$ cat src/rtl/chan_ring_pkg.sv
package chan_ring_pkg;
  typedef enum logic [2:0] {
    SEL_CTRL  = 3'd0,
    SEL_DSTAT = 3'd1,
    SEL_RSTAT = 3'd2,
    SEL_DPORT = 3'd3,
    SEL_RPORT = 3'd4
  } reg_sel_e;

  localparam int ST_RD_LSB    = 4;
  localparam int ST_EMPTY_BIT = 8;
  localparam int ST_FULL_BIT  = 9;
  localparam int ST_ERR_BIT   = 10;
  localparam int CTRL_CLR_BIT = 0;

  function automatic logic [31:0] status_word(input logic [1:0] wr_slot,
                                              input logic [1:0] rd_slot,
                                              input logic is_empty,
                                              input logic is_full,
                                              input logic has_err);
    logic [31:0] s;
    s = '0;
    s[1:0] = wr_slot;
    s[ST_RD_LSB +: 2] = rd_slot;
    s[ST_EMPTY_BIT] = is_empty;
    s[ST_FULL_BIT] = is_full;
    s[ST_ERR_BIT] = has_err;
    return s;
  endfunction
endpackage

$ cat src/rtl/ring_core.sv
module ring_core #(
  parameter int W     = 128,
  parameter int DEPTH = 4
) (
  input  logic                     clk,
  input  logic                     rst_n,
  input  logic                     clr,
  input  logic                     push,
  input  logic [W-1:0]             push_data,
  input  logic                     pop,
  input  logic                     err_clr,
  output logic [W-1:0]             head_data,
  output logic [$clog2(DEPTH)-1:0] wr_ptr,
  output logic [$clog2(DEPTH)-1:0] rd_ptr,
  output logic                     full,
  output logic                     empty,
  output logic                     err
);
  localparam int PTR_W = $clog2(DEPTH);
  localparam int CNT_W = $clog2(DEPTH + 1);

  logic [PTR_W-1:0] wr_q, wr_d, rd_q, rd_d;
  logic [CNT_W-1:0] cnt_q, cnt_d;
  logic             err_q, err_d;
  logic             do_push, do_pop, mem_we;
  logic [W-1:0]     mem [DEPTH];

  assign full  = (cnt_q == CNT_W'(DEPTH));
  assign empty = (cnt_q == '0);

  always_comb begin
    do_push = push && !full && !clr;
    do_pop  = pop && !empty && !clr;
    mem_we  = do_push;
    wr_d    = wr_q;
    rd_d    = rd_q;
    cnt_d   = cnt_q;
    err_d   = err_q;
    if (clr) begin
      wr_d  = '0;
      rd_d  = '0;
      cnt_d = '0;
    end else begin
      if (do_push) wr_d = (wr_q == PTR_W'(DEPTH - 1)) ? '0 : wr_q + 1'b1;
      if (do_pop)  rd_d = (rd_q == PTR_W'(DEPTH - 1)) ? '0 : rd_q + 1'b1;
      cnt_d = cnt_q + CNT_W'(do_push) - CNT_W'(do_pop);
    end
    if ((push && full) || (pop && empty)) err_d = 1'b1;
    else if (err_clr) err_d = 1'b0;
  end

  always_ff @(posedge clk or negedge rst_n) begin
    if (!rst_n) begin
      wr_q  <= '0;
      rd_q  <= '0;
      cnt_q <= '0;
      err_q <= 1'b0;
    end else begin
      wr_q  <= wr_d;
      rd_q  <= rd_d;
      cnt_q <= cnt_d;
      err_q <= err_d;
    end
  end

  always_ff @(posedge clk) begin
    if (mem_we) mem[wr_q] <= push_data;
  end

  assign head_data = mem[rd_q];
  assign wr_ptr    = wr_q;
  assign rd_ptr    = rd_q;
  assign err       = err_q;


  full_ptr_eq_chk: assert property (@(posedge clk) disable iff (!rst_n)
    full |-> (wr_ptr == rd_ptr));

  full_empty_excl_chk: assert property (@(posedge clk) disable iff (!rst_n)
    !(full && empty));

  drop_on_full_chk: assert property (@(posedge clk) disable iff (!rst_n)
    (push && full && !pop && !clr) |=> ($stable(wr_ptr) && err));

  pop_on_empty_chk: assert property (@(posedge clk) disable iff (!rst_n)
    (pop && empty && !clr) |=> ($stable(rd_ptr) && err));

  err_sticky_chk: assert property (@(posedge clk) disable iff (!rst_n)
    (err && !err_clr) |=> err);

  clr_empty_chk: assert property (@(posedge clk) disable iff (!rst_n)
    clr |=> (empty && wr_ptr == '0 && rd_ptr == '0));
endmodule

$ cat src/rtl/word_packer.sv
module word_packer #(
  parameter int WORD_W = 32,
  parameter int WORDS  = 4
) (
  input  logic                    clk,
  input  logic                    rst_n,
  input  logic                    clr,
  input  logic                    stb,
  input  logic [WORD_W-1:0]       wdata,
  output logic                    commit,
  output logic [WORD_W*WORDS-1:0] entry
);
  localparam int CW = $clog2(WORDS);

  logic [CW-1:0]     cnt_q, cnt_d;
  logic [WORD_W-1:0] stage_q [WORDS-1];

  always_comb begin
    cnt_d = cnt_q;
    if (clr) cnt_d = '0;
    else if (stb) cnt_d = (cnt_q == CW'(WORDS - 1)) ? '0 : cnt_q + 1'b1;
  end

  always_ff @(posedge clk or negedge rst_n) begin
    if (!rst_n) cnt_q <= '0;
    else        cnt_q <= cnt_d;
  end

  for (genvar g = 0; g < WORDS - 1; g++) begin : g_stage
    logic stage_en;
    assign stage_en = stb && !clr && (cnt_q == CW'(g));
    always_ff @(posedge clk) begin
      if (stage_en) stage_q[g] <= wdata;
    end
    assign entry[g*WORD_W +: WORD_W] = stage_q[g];
  end

  assign entry[(WORDS-1)*WORD_W +: WORD_W] = wdata;
  assign commit = stb && !clr && (cnt_q == CW'(WORDS - 1));


  pk_commit_gap_chk: assert property (@(posedge clk) disable iff (!rst_n)
    commit |=> !commit);

  pk_clr_chk: assert property (@(posedge clk) disable iff (!rst_n)
    clr |=> (cnt_q == '0));
endmodule

$ cat src/rtl/word_unpacker.sv
module word_unpacker #(
  parameter int WORD_W = 32,
  parameter int WORDS  = 4
) (
  input  logic                    clk,
  input  logic                    rst_n,
  input  logic                    clr,
  input  logic                    stb,
  input  logic                    empty,
  input  logic [WORD_W*WORDS-1:0] head_data,
  output logic [WORD_W-1:0]       word,
  output logic                    pop_req
);
  localparam int CW = $clog2(WORDS);

  logic [CW-1:0] cnt_q, cnt_d;
  logic          last;

  assign last = (cnt_q == CW'(WORDS - 1));

  always_comb begin
    cnt_d = cnt_q;
    if (clr) cnt_d = '0;
    else if (stb && !empty) cnt_d = last ? '0 : cnt_q + 1'b1;
  end

  always_ff @(posedge clk or negedge rst_n) begin
    if (!rst_n) cnt_q <= '0;
    else        cnt_q <= cnt_d;
  end

  assign word    = empty ? '0 : head_data[cnt_q*WORD_W +: WORD_W];
  assign pop_req = stb && !clr && (empty || last);


  up_empty_hold_chk: assert property (@(posedge clk) disable iff (!rst_n)
    (stb && empty && !clr) |=> $stable(cnt_q));
endmodule

$ cat src/rtl/chan_ring_pair.sv
module chan_ring_pair
  import chan_ring_pkg::*;
#(
  parameter int WORD_W = 32,
  parameter int WORDS  = 4,
  parameter int DEPTH  = 4
) (
  input  logic                    clk,
  input  logic                    rst_n,
  input  logic                    reg_wr,
  input  logic                    reg_rd,
  input  logic [2:0]              reg_addr,
  input  logic [WORD_W-1:0]       reg_wdata,
  output logic [WORD_W-1:0]       reg_rdata,
  output logic                    desc_valid,
  output logic [WORD_W*WORDS-1:0] desc_entry,
  output logic                    desc_notify,
  input  logic                    desc_pop,
  input  logic                    rpt_push,
  input  logic [WORD_W*WORDS-1:0] rpt_entry
);
  localparam int ENTRY_W = WORD_W * WORDS;
  localparam int PTR_W   = $clog2(DEPTH);
  localparam int NOTE_BIT = (WORDS - 1) * WORD_W + 16;

  logic [1:0] rs_q;
  logic       rst_sn;

  always_ff @(posedge clk or negedge rst_n) begin
    if (!rst_n) rs_q <= 2'b00;
    else        rs_q <= {rs_q[0], 1'b1};
  end
  assign rst_sn = rs_q[1];

  logic ring_clr, d_err_clr, r_err_clr, d_port_wr, r_port_rd;
  assign ring_clr  = reg_wr && (reg_addr == SEL_CTRL) && reg_wdata[CTRL_CLR_BIT];
  assign d_err_clr = reg_wr && (reg_addr == SEL_DSTAT) && reg_wdata[ST_ERR_BIT];
  assign r_err_clr = reg_wr && (reg_addr == SEL_RSTAT) && reg_wdata[ST_ERR_BIT];
  assign d_port_wr = reg_wr && (reg_addr == SEL_DPORT);
  assign r_port_rd = reg_rd && (reg_addr == SEL_RPORT);

  logic               d_commit;
  logic [ENTRY_W-1:0] d_staged;
  logic [PTR_W-1:0]   d_wr, d_rd, r_wr, r_rd;
  logic               d_full, d_empty, d_err, r_full, r_empty, r_err;
  logic [ENTRY_W-1:0] r_head;
  logic [WORD_W-1:0]  r_word;
  logic               r_pop;

  word_packer #(.WORD_W(WORD_W), .WORDS(WORDS)) desc_pack_i (
    .clk(clk), .rst_n(rst_sn), .clr(ring_clr), .stb(d_port_wr),
    .wdata(reg_wdata), .commit(d_commit), .entry(d_staged)
  );

  ring_core #(.W(ENTRY_W), .DEPTH(DEPTH)) desc_ring_i (
    .clk(clk), .rst_n(rst_sn), .clr(ring_clr), .push(d_commit),
    .push_data(d_staged), .pop(desc_pop), .err_clr(d_err_clr),
    .head_data(desc_entry), .wr_ptr(d_wr), .rd_ptr(d_rd),
    .full(d_full), .empty(d_empty), .err(d_err)
  );

  ring_core #(.W(ENTRY_W), .DEPTH(DEPTH)) rpt_ring_i (
    .clk(clk), .rst_n(rst_sn), .clr(ring_clr), .push(rpt_push),
    .push_data(rpt_entry), .pop(r_pop), .err_clr(r_err_clr),
    .head_data(r_head), .wr_ptr(r_wr), .rd_ptr(r_rd),
    .full(r_full), .empty(r_empty), .err(r_err)
  );

  word_unpacker #(.WORD_W(WORD_W), .WORDS(WORDS)) rpt_unpack_i (
    .clk(clk), .rst_n(rst_sn), .clr(ring_clr), .stb(r_port_rd),
    .empty(r_empty), .head_data(r_head), .word(r_word), .pop_req(r_pop)
  );

  assign desc_valid  = !d_empty;
  assign desc_notify = desc_valid && desc_entry[NOTE_BIT];

  always_comb begin
    reg_rdata = '0;
    case (reg_addr)
      SEL_DSTAT: reg_rdata = WORD_W'(status_word(2'(d_wr), 2'(d_rd), d_empty, d_full, d_err));
      SEL_RSTAT: reg_rdata = WORD_W'(status_word(2'(r_wr), 2'(r_rd), r_empty, r_full, r_err));
      SEL_RPORT: reg_rdata = r_word;
      default:   reg_rdata = '0;
    endcase
  end


  valid_after_commit_chk: assert property (@(posedge clk) disable iff (!rst_sn)
    (d_commit && !ring_clr && !desc_pop) |=> desc_valid);

  clr_drops_valid_chk: assert property (@(posedge clk) disable iff (!rst_sn)
    ring_clr |=> !desc_valid);
endmodule

$ cat config.mk
export PLATFORM = sky130hd
export DESIGN_NAME = chan_ring_pair
export DESIGN_NICKNAME = d
export VERILOG_FILES = /design/src/rtl/chan_ring_pkg.sv /design/src/rtl/ring_core.sv /design/src/rtl/word_packer.sv /design/src/rtl/word_unpacker.sv /design/src/rtl/chan_ring_pair.sv
export SDC_FILE = /design/constraint.sdc
export NUM_CORES = 1
export LEC_CHECK = 0
export BUFFER_PORTS_ARGS = -buffer_cell sky130_fd_sc_hd__buf_2
export CAP_MARGIN = 20
export CORE_ASPECT_RATIO = 1.25
export CORE_UTILIZATION = 40
export DETAILED_ROUTE_END_ITERATION = 7
export PLACE_DENSITY = 0.68
export SYNTH_ARGS = -nofsm -noshare
export SYNTH_HDL_FRONTEND = slang
export SYNTH_SLANG_ARGS = --single-unit
export TNS_END_PERCENT = 1
$ cat constraint.sdc
create_clock -name clk -period 1.9 [get_ports clk]
set_clock_uncertainty 0.05 [all_clocks]
set_input_delay 0.38 -clock clk [delete_from_list [all_inputs] [get_ports clk]]
set_output_delay 0.38 -clock clk [all_outputs]
set_load 0.03 [all_outputs]
Word level (Yosys, flattened, before mapping)
Memories as Yosys holds them, arrays and structs flattened.
Cells that the tools add are included.
- register bits after elaboration: 22
- logic and storage cells: 132
- memories kept: 3
- bits in writable memories: 1120
- output and inout bits: 162
- input port bits: 169
- memory list (memory ; words ; bits a word ; read ports ; clocked after memory_dff ; write ports ; line ; text):
    desc_ring_i.mem ; 4 ; 128 ; 1 ; 0 ; 1 ; ring_core.sv:26 ; logic [W-1:0] mem [DEPTH];
    rpt_ring_i.mem ; 4 ; 128 ; 1 ; 0 ; 1 ; ring_core.sv:26 ;
    desc_pack_i.stage_q ; 3 ; 32 ; 3 ; 0 ; 1 ; word_packer.sv:16 ; logic [WORD_W-1:0] stage_q [WORDS-1];
- mux-type cells: 42
- add/subtract/negate cells: 10
- reduce and logical (&&, ||, !) cells: 51
- shift-type cells: 1
- equality and inequality tests: 14
- operators by type and width (cell ; number):
    128-bit by 8-bit variable part select with 32-bit output ; 1
    32-bit 2-to-1 mux ; 3
    32-bit case mux with 3 select lines ; 1
    32-bit OR reduction ; 2
    2-bit 2-to-1 mux ; 20
    1-bit logical AND ; 29
    1-bit 2-to-1 mux ; 16
    2-bit nonzero test ; 8
    2-bit equality test (second input constant) ; 7
    2-bit by 1-bit adder with 2-bit output (second input constant) ; 6
    3-bit equality test (second input constant) ; 3
    3-bit logical NOT ; 3
    3-bit by 1-bit adder with 3-bit output ; 2
    3-bit by 2-bit equality test with 1-bit output (second input constant) ; 2
    3-bit 2-to-1 mux ; 2
    3-bit by 1-bit subtractor with 3-bit output ; 2
    1-bit logical NOT ; 5
    3-bit by 1-bit equality test with 1-bit output (second input constant) ; 1
    1-bit logical OR ; 3
    2-bit by 1-bit equality test with 1-bit output (second input constant) ; 1
    2-bit logical NOT ; 1

Logic depth before layout (Yosys ltp)
- depth in word-level cells: 11
- mapped depth: 14
- gate-level depth less buffers: 11

Modules after synthesis
Synthesis repeated with hierarchy kept, for this count alone.
- cells, all modules: 1775
- area, all modules: 42917.4 µm²
- by module, submodules not included (module ; times used ; sequential area each (µm²) ; area an instance (µm²) ; cells an instance):
    ring_core at desc_ring_i ; 1 ; 15574.9 ; 18993.2 ; 721
    ring_core at rpt_ring_i ; 1 ; 15574.9 ; 18984.5 ; 720
    word_packer ; 1 ; 2932.8 ; 3295.7 ; 145
    word_unpacker ; 1 ; 50.0 ; 1104.8 ; 123
    chan_ring_pair ; 1 ; 50.0 ; 539.3 ; 66

Least setup slack after synthesis
OpenSTA, ideal clock, no wires.
- path type: input to register
- start point: in reg_addr[2]
- end point: mem desc_ring_i.mem[0][0], enable pin
- path buffers: 3
- arrival time: 4278 ps
- slack: -2930 ps
- required time: 1348 ps
- setup time: 502 ps
- stages: 6
- cells stage by stage: buf_2 > and4b_1 > buf_2 > o311a_1 > clkbuf_1 > and2_1
- word-level cells in the longest chain between the ends: 10
- elaborated cells between the ends (all ways): 12
- those cells by class: eq/ne: 1; mux: 2; reduce/logical: 9
- ends and longest elaborated chain (element ; line ; text):
    from (decl) ; chan_ring_pair.sv:12 ; input logic [2:0] reg_addr,
    3-bit logical NOT ; chan_ring_pair.sv:36 ; assign ring_clr = reg_wr && (reg_addr == SEL_CTRL) && reg_wdata[CTRL_CLR_BIT];
    1-bit logical AND (2 in a row) ; chan_ring_pair.sv:36 ;
    1-bit logical NOT ; ring_core.sv:32, word_packer.sv:39 ;
    1-bit logical AND (2 in a row) ; word_packer.sv:39 ; assign commit = stb && !clr && (cnt_q == CW'(WORDS - 1));
    1-bit logical AND ; ring_core.sv:32 ; do_push = push && !full && !clr;
    1-bit logical AND (*) ; ring_core.sv:32 ;
    1-bit 2-to-1 mux (*) ; ring_core.sv:67 ; if (mem_we) mem[wr_q] <= push_data;
    1-bit 2-to-1 mux (implied by the code) (*) ; ring_core.sv:67 ;
    to (decl) ; ring_core.sv:26 ;
Mark *: on every way between the ends. The rest lies on a longest branch, timed or not.

Worst setup path after layout
- start point: reg rpt_ring_i.rd_q[0] (netlist: rpt_ring_i.rd_ptr[0])
- end point: out reg_rdata[9]
- word-level cells in the longest chain between the ends: 4
- ends and longest elaborated chain (element ; line ; text):
    from (decl) ; ring_core.sv:22 ; logic [PTR_W-1:0] wr_q, wr_d, rd_q, rd_d;
    from (signal assigned) ; ring_core.sv:60 ; rd_q <= rd_d;
    memory 4 x 128 bit ; -- ;
    128-bit by 8-bit variable part select with 32-bit output ; word_unpacker.sv:32 ; assign word = empty ? '0 : head_data[cnt_q*WORD_W +: WORD_W];
    32-bit 2-to-1 mux ; word_unpacker.sv:32 ;
    32-bit case mux with 3 select lines ; chan_ring_pair.sv:79 ; case (reg_addr)
    to (decl) ; chan_ring_pair.sv:14 ; output logic [WORD_W-1:0] reg_rdata,
Every way passes these cells.

==> run metrics <==
area leader, netlist=sky130_fd_sc_hd__edfxtp_1; worst-path cell chain=buf_12 -> buf_12 -> buf_6 -> mux4_2 -> mux2i_1 -> or3_1 -> o221ai_2 -> buf_4 -> buf_6; Total Routing Usage GR=17.0%; biggest cell delay along the critical path=0.48 ns; average via count per standard cell=slightly above 5; Initial DRT Pass Iterations=5; total area of multi-input combinational cells=roughly 7700 µm²; pin count of the biggest net entering global routing=41; share of the clock period used by the worst path after layout=166%; Die Height=365 µm; Syn Area/Cell=24.6 µm²; combinational cell fraction of total power=29.2%; largest cells by area after synthesis=sky130_fd_sc_hd__edfxtp_1 80%, sky130_fd_sc_hd__mux4_2 14%, sky130_fd_sc_hd__mux2i_1 1.6%, sky130_fd_sc_hd__dfrtp_1 1.3%, sky130_fd_sc_hd__ha_1 0.56%; critical setup path kind=reg -> out; final worst hold slack=0.0781 ns; DRC errors left=0; average wire length per cell after detail routing=23.4 µm; synthesized instance count=1715; Yosys cell types=42; Final Routed Wirelength=91100 µm; insertion delay of the later-clocked pin in the worst-skew pair=0.69 ns; Main synth FF type=sky130_fd_sc_hd__edfxtp_1; total CTS buffers=around 100; number of port buffers=between 300 and 400; cell family with the largest share of critical-path delay=buffers and inverters; peak supply drop=1240 µV; GPL Wtd Cong=0.825; die area=107000 µm²; unrepaired setup endpoints after global routing=true; fraction of the yosys area taken by sequential cells=81.1%; element type at the critical path start=flop; area used by sequential logic in the layout=34200 µm²; Worst Hold Path Cells=5; Area growth, synth to finish=28.2%; grt ovf=0; combined area of all synthesized cells=42200 µm²; net count after synthesis=1905; Leak=18.0 nW; First DRT Iteration DRCs=1258; number of inserted filler cells in the final layout=~7800; Post-Route Utilization=slightly above 50%; violated checks=setup timing; yosys warns=0; P per Cell Area=1340 nW/µm²; switching fraction of total power=28.5%; maximum root-to-sink buffer count=3; Root Driver=sky130_fd_sc_hd__clkbuf_16; critical path capture point type=output pin; worst path buffer plus inverter count=5; final setup margin=-1.25 ns; min Tclk post-route=around 3.2 ns; proportion of register bits with asynchronous set or reset after synthesis=1.93%; share of the synthesized area in the top cell type=79.8%; Maximum Capacitance Violations=0; Detail Placement HPWL=59300 µm; IO Pins=331; Final setup viols=between 150 and 200; critical path depth=9; P_int=51.8 mW; number of synthesized register bits=1142; number of max-slew violations in the final report=0; CTS tree=built; Final ANT Viol Nets=0; via count=approximately 20000; power dissipated by switching net loads=about 21 mW; library cell contributing the largest single delay on the critical path=sky130_fd_sc_hd__dfrtp_4; share of post-route cells with drive strength above 1=39.0%; H-Tree Depth=3; Core Rows=about 130; Core Area=104000 µm²; CP Max Fanout=7; Clk network pwr share=roughly 28%; HP Class=in -> reg; number of global-route vias before repair=between 20000 and 25000; data arrival time at the worst-slack endpoint=2.72 ns; width of the die=292 µm; Flop pwr share=42.7%; Max Fclk=317 MHz; FF-to-FF path depth=10; TritonCTS Sinks=approximately 1100; Final Hold Vio Count=0; required time at the endpoint of the critical path=1.47 ns; result of the run=finished with violations; wire length of the first global-routing pass=136000 µm; clock transition time at the flip-flop clock pins of the worst setup and hold paths=0.06 ns; number of enable flip-flop cells after synthesis=about 1100; starting density of the core=just over 40%; antenna violations before repair=19; Layout Nets=2643
## state kept, by name (all words and copies together), names as in the netlist
name and flops:
desc_pack_i.stage_q 96, desc_ring_i.mem 512, desc_ring_i.wr_ptr 2, rs_q 2
rpt_ring_i.mem 512, rpt_ring_i.wr_ptr 2, rpt_ring_i.rd_ptr 2, desc_pack_i.cnt_q 2
desc_ring_i.cnt_q 3, desc_ring_i.err 1, rpt_unpack_i.cnt_q 2, rpt_ring_i.cnt_q 3
desc_ring_i.rd_ptr 2, rpt_ring_i.err 1
## final cells by class
type                            instances  share of cell area, %
Sequential cell                      1142                   63.3
Multi-Input combinational cell        479                   14.2
Timing Repair Buffer                  711                   13.2
Clock buffer                          119                   4.96
Tap cell                             1340                   3.10
Clock inverter                         66                   1.15
Inverter                               15                  0.104
Antenna cell                           14                 0.0648
## Yosys cell counts, drive strengths merged (14+ instances only)
master	instances
inv	15
nor2	18
o22ai	25
nand2	15
clkbuf	30
edfxtp	1120
buf	49
dfrtp	22
ha	19
mux4	257
and2	14
mux2i	67
## kinds of logic after synthesis
family | count (synthesis) | share of synthesized area [%]
flip-flops | 1142 | 81.1
buffers and inverters | 94 | 1.06
adder cells (fa/ha/maj) | 21 | 0.659
AO/OA/AOI/OAI | 56 | 0.896
other | 1 | 0.00889
multiplexers | 324 | 15.3
XOR/XNOR | 4 | 0.0831
AND/OR/NAND/NOR | 73 | 0.908
## per-layer routing
metal	vias to the layer above	global-route usage (%)	share of wire [%]
li1	8815	-	-
met1	10500	20.6	39
met2	661	29.8	52
met3	130	4.71	7.8
met4	20	4.50	1.6
met5	-	0.181	0.14
## layout by cell type (no fill, tap or decap), types with 3 or more instances in the layout
master / Yosys / layout
sky130_fd_sc_hd__nand2b_1: 3 / 3
sky130_fd_sc_hd__buf_16: 0 / 7
sky130_fd_sc_hd__inv_1: 15 / 13
sky130_fd_sc_hd__dfrtp_4: 0 / 5
sky130_fd_sc_hd__dfrtp_1: 22 / 16
sky130_fd_sc_hd__clkbuf_16: 0 / 110
sky130_fd_sc_hd__o32a_1: 3 / 3
sky130_fd_sc_hd__clkinv_4: 0 / 5
sky130_fd_sc_hd__buf_4: 10 / 121
sky130_fd_sc_hd__bufinv_16: 0 / 9
sky130_fd_sc_hd__edfxtp_1: 1120 / 1120
sky130_fd_sc_hd__and2_2: 0 / 4
sky130_fd_sc_hd__buf_6: 1 / 122
sky130_fd_sc_hd__clkinv_1: 0 / 27
sky130_fd_sc_hd__mux2i_2: 0 / 8
sky130_fd_sc_hd__clkbuf_1: 30 / 14
sky130_fd_sc_hd__o21ai_0: 7 / 5
sky130_fd_sc_hd__a21oi_1: 4 / 4
sky130_fd_sc_hd__clkinvlp_4: 0 / 5
sky130_fd_sc_hd__and2_4: 0 / 9
sky130_fd_sc_hd__nand3_1: 6 / 6
sky130_fd_sc_hd__buf_12: 1 / 94
sky130_fd_sc_hd__or3_1: 5 / 5
sky130_fd_sc_hd__nand2_1: 15 / 14
sky130_fd_sc_hd__mux2i_1: 67 / 59
sky130_fd_sc_hd__buf_2: 25 / 195
sky130_fd_sc_hd__nor2b_1: 6 / 4
sky130_fd_sc_hd__diode_2: 0 / 14
sky130_fd_sc_hd__mux4_2: 257 / 257
sky130_fd_sc_hd__nor2_1: 18 / 17
sky130_fd_sc_hd__dlygate4sd3_1: 0 / 165
sky130_fd_sc_hd__inv_6: 0 / 3
sky130_fd_sc_hd__a22oi_1: 5 / 5
sky130_fd_sc_hd__o22ai_1: 25 / 24
sky130_fd_sc_hd__clkinv_2: 0 / 12
sky130_fd_sc_hd__ha_1: 19 / 18
## worst register-to-register path, cell delays in order (launching register included)
cell and delay, ns:
sky130_fd_sc_hd__dfrtp_1 0.39, sky130_fd_sc_hd__or3_1 0.42, sky130_fd_sc_hd__and4_1 0.25, sky130_fd_sc_hd__ha_1 0.27
sky130_fd_sc_hd__inv_1 0.06, sky130_fd_sc_hd__ha_1 0.14, sky130_fd_sc_hd__inv_1 0.06, sky130_fd_sc_hd__fa_1 0.40
sky130_fd_sc_hd__xor2_1 0.19, sky130_fd_sc_hd__xnor2_1 0.14, sky130_fd_sc_hd__nor2_1 0.05
## power by group through the flow
stage / Combinational [mW] / Sequential [mW] / Clock (mW)
detailed placement: 18.8 / 31.5 / 0
global route: 22.4 / 31.1 / 21.7
CTS: 21.1 / 30.9 / 20.8
finish: 21.2 / 30.9 / 20.4
floorplan: 12.1 / 31.2 / 0
global placement: 18.6 / 31.3 / 0
## repair_timing
item,CTS,global route
gates cloned,2,6
pin swaps,6,15
hold buffers,165,0
endpoints found under the hold margin,741,0
setup buffers,4,1
setup endpoints to repair,668,1025
resized for setup,256,43
## path summary, 6_finish.rpt
check / startpoint / slack [ns] / to
worst min-delay path: desc_pop / 0.08 / desc_ring_i.rd_ptr[0]
max in group asynchronous: rst_n / 1.10 / rs_q[1]
worst max register to register: rpt_ring_i.cnt_q[0] / -0.65 / rpt_ring_i.cnt_q[2]
worst min register to register: rs_q[1] / 0.19 / desc_ring_i.rd_ptr[1]
min in group asynchronous: rs_q[1] / 0.19 / desc_ring_i.rd_ptr[1]
worst max-delay path: rpt_ring_i.rd_ptr[0] / -1.25 / reg_rdata[9]
## per-stage QoR
step	worst slack, ns	TNS [ns]	instances	power [mW]	area (µm²)
after floorplan	-0.664	-703.61	1715	43.3	42200
after detailed placement	-0.685	-400.52	3511	50.3	47900
after global routing	-1.36	-163.58	3877	75.2	54000
after CTS	-1.28	-152.38	3865	72.8	53700
after global placement	-0.617	-359.88	3511	49.9	47900
final	-1.25	-138.65	3886	72.5	54100
Power figures use the tool's default switching activity.
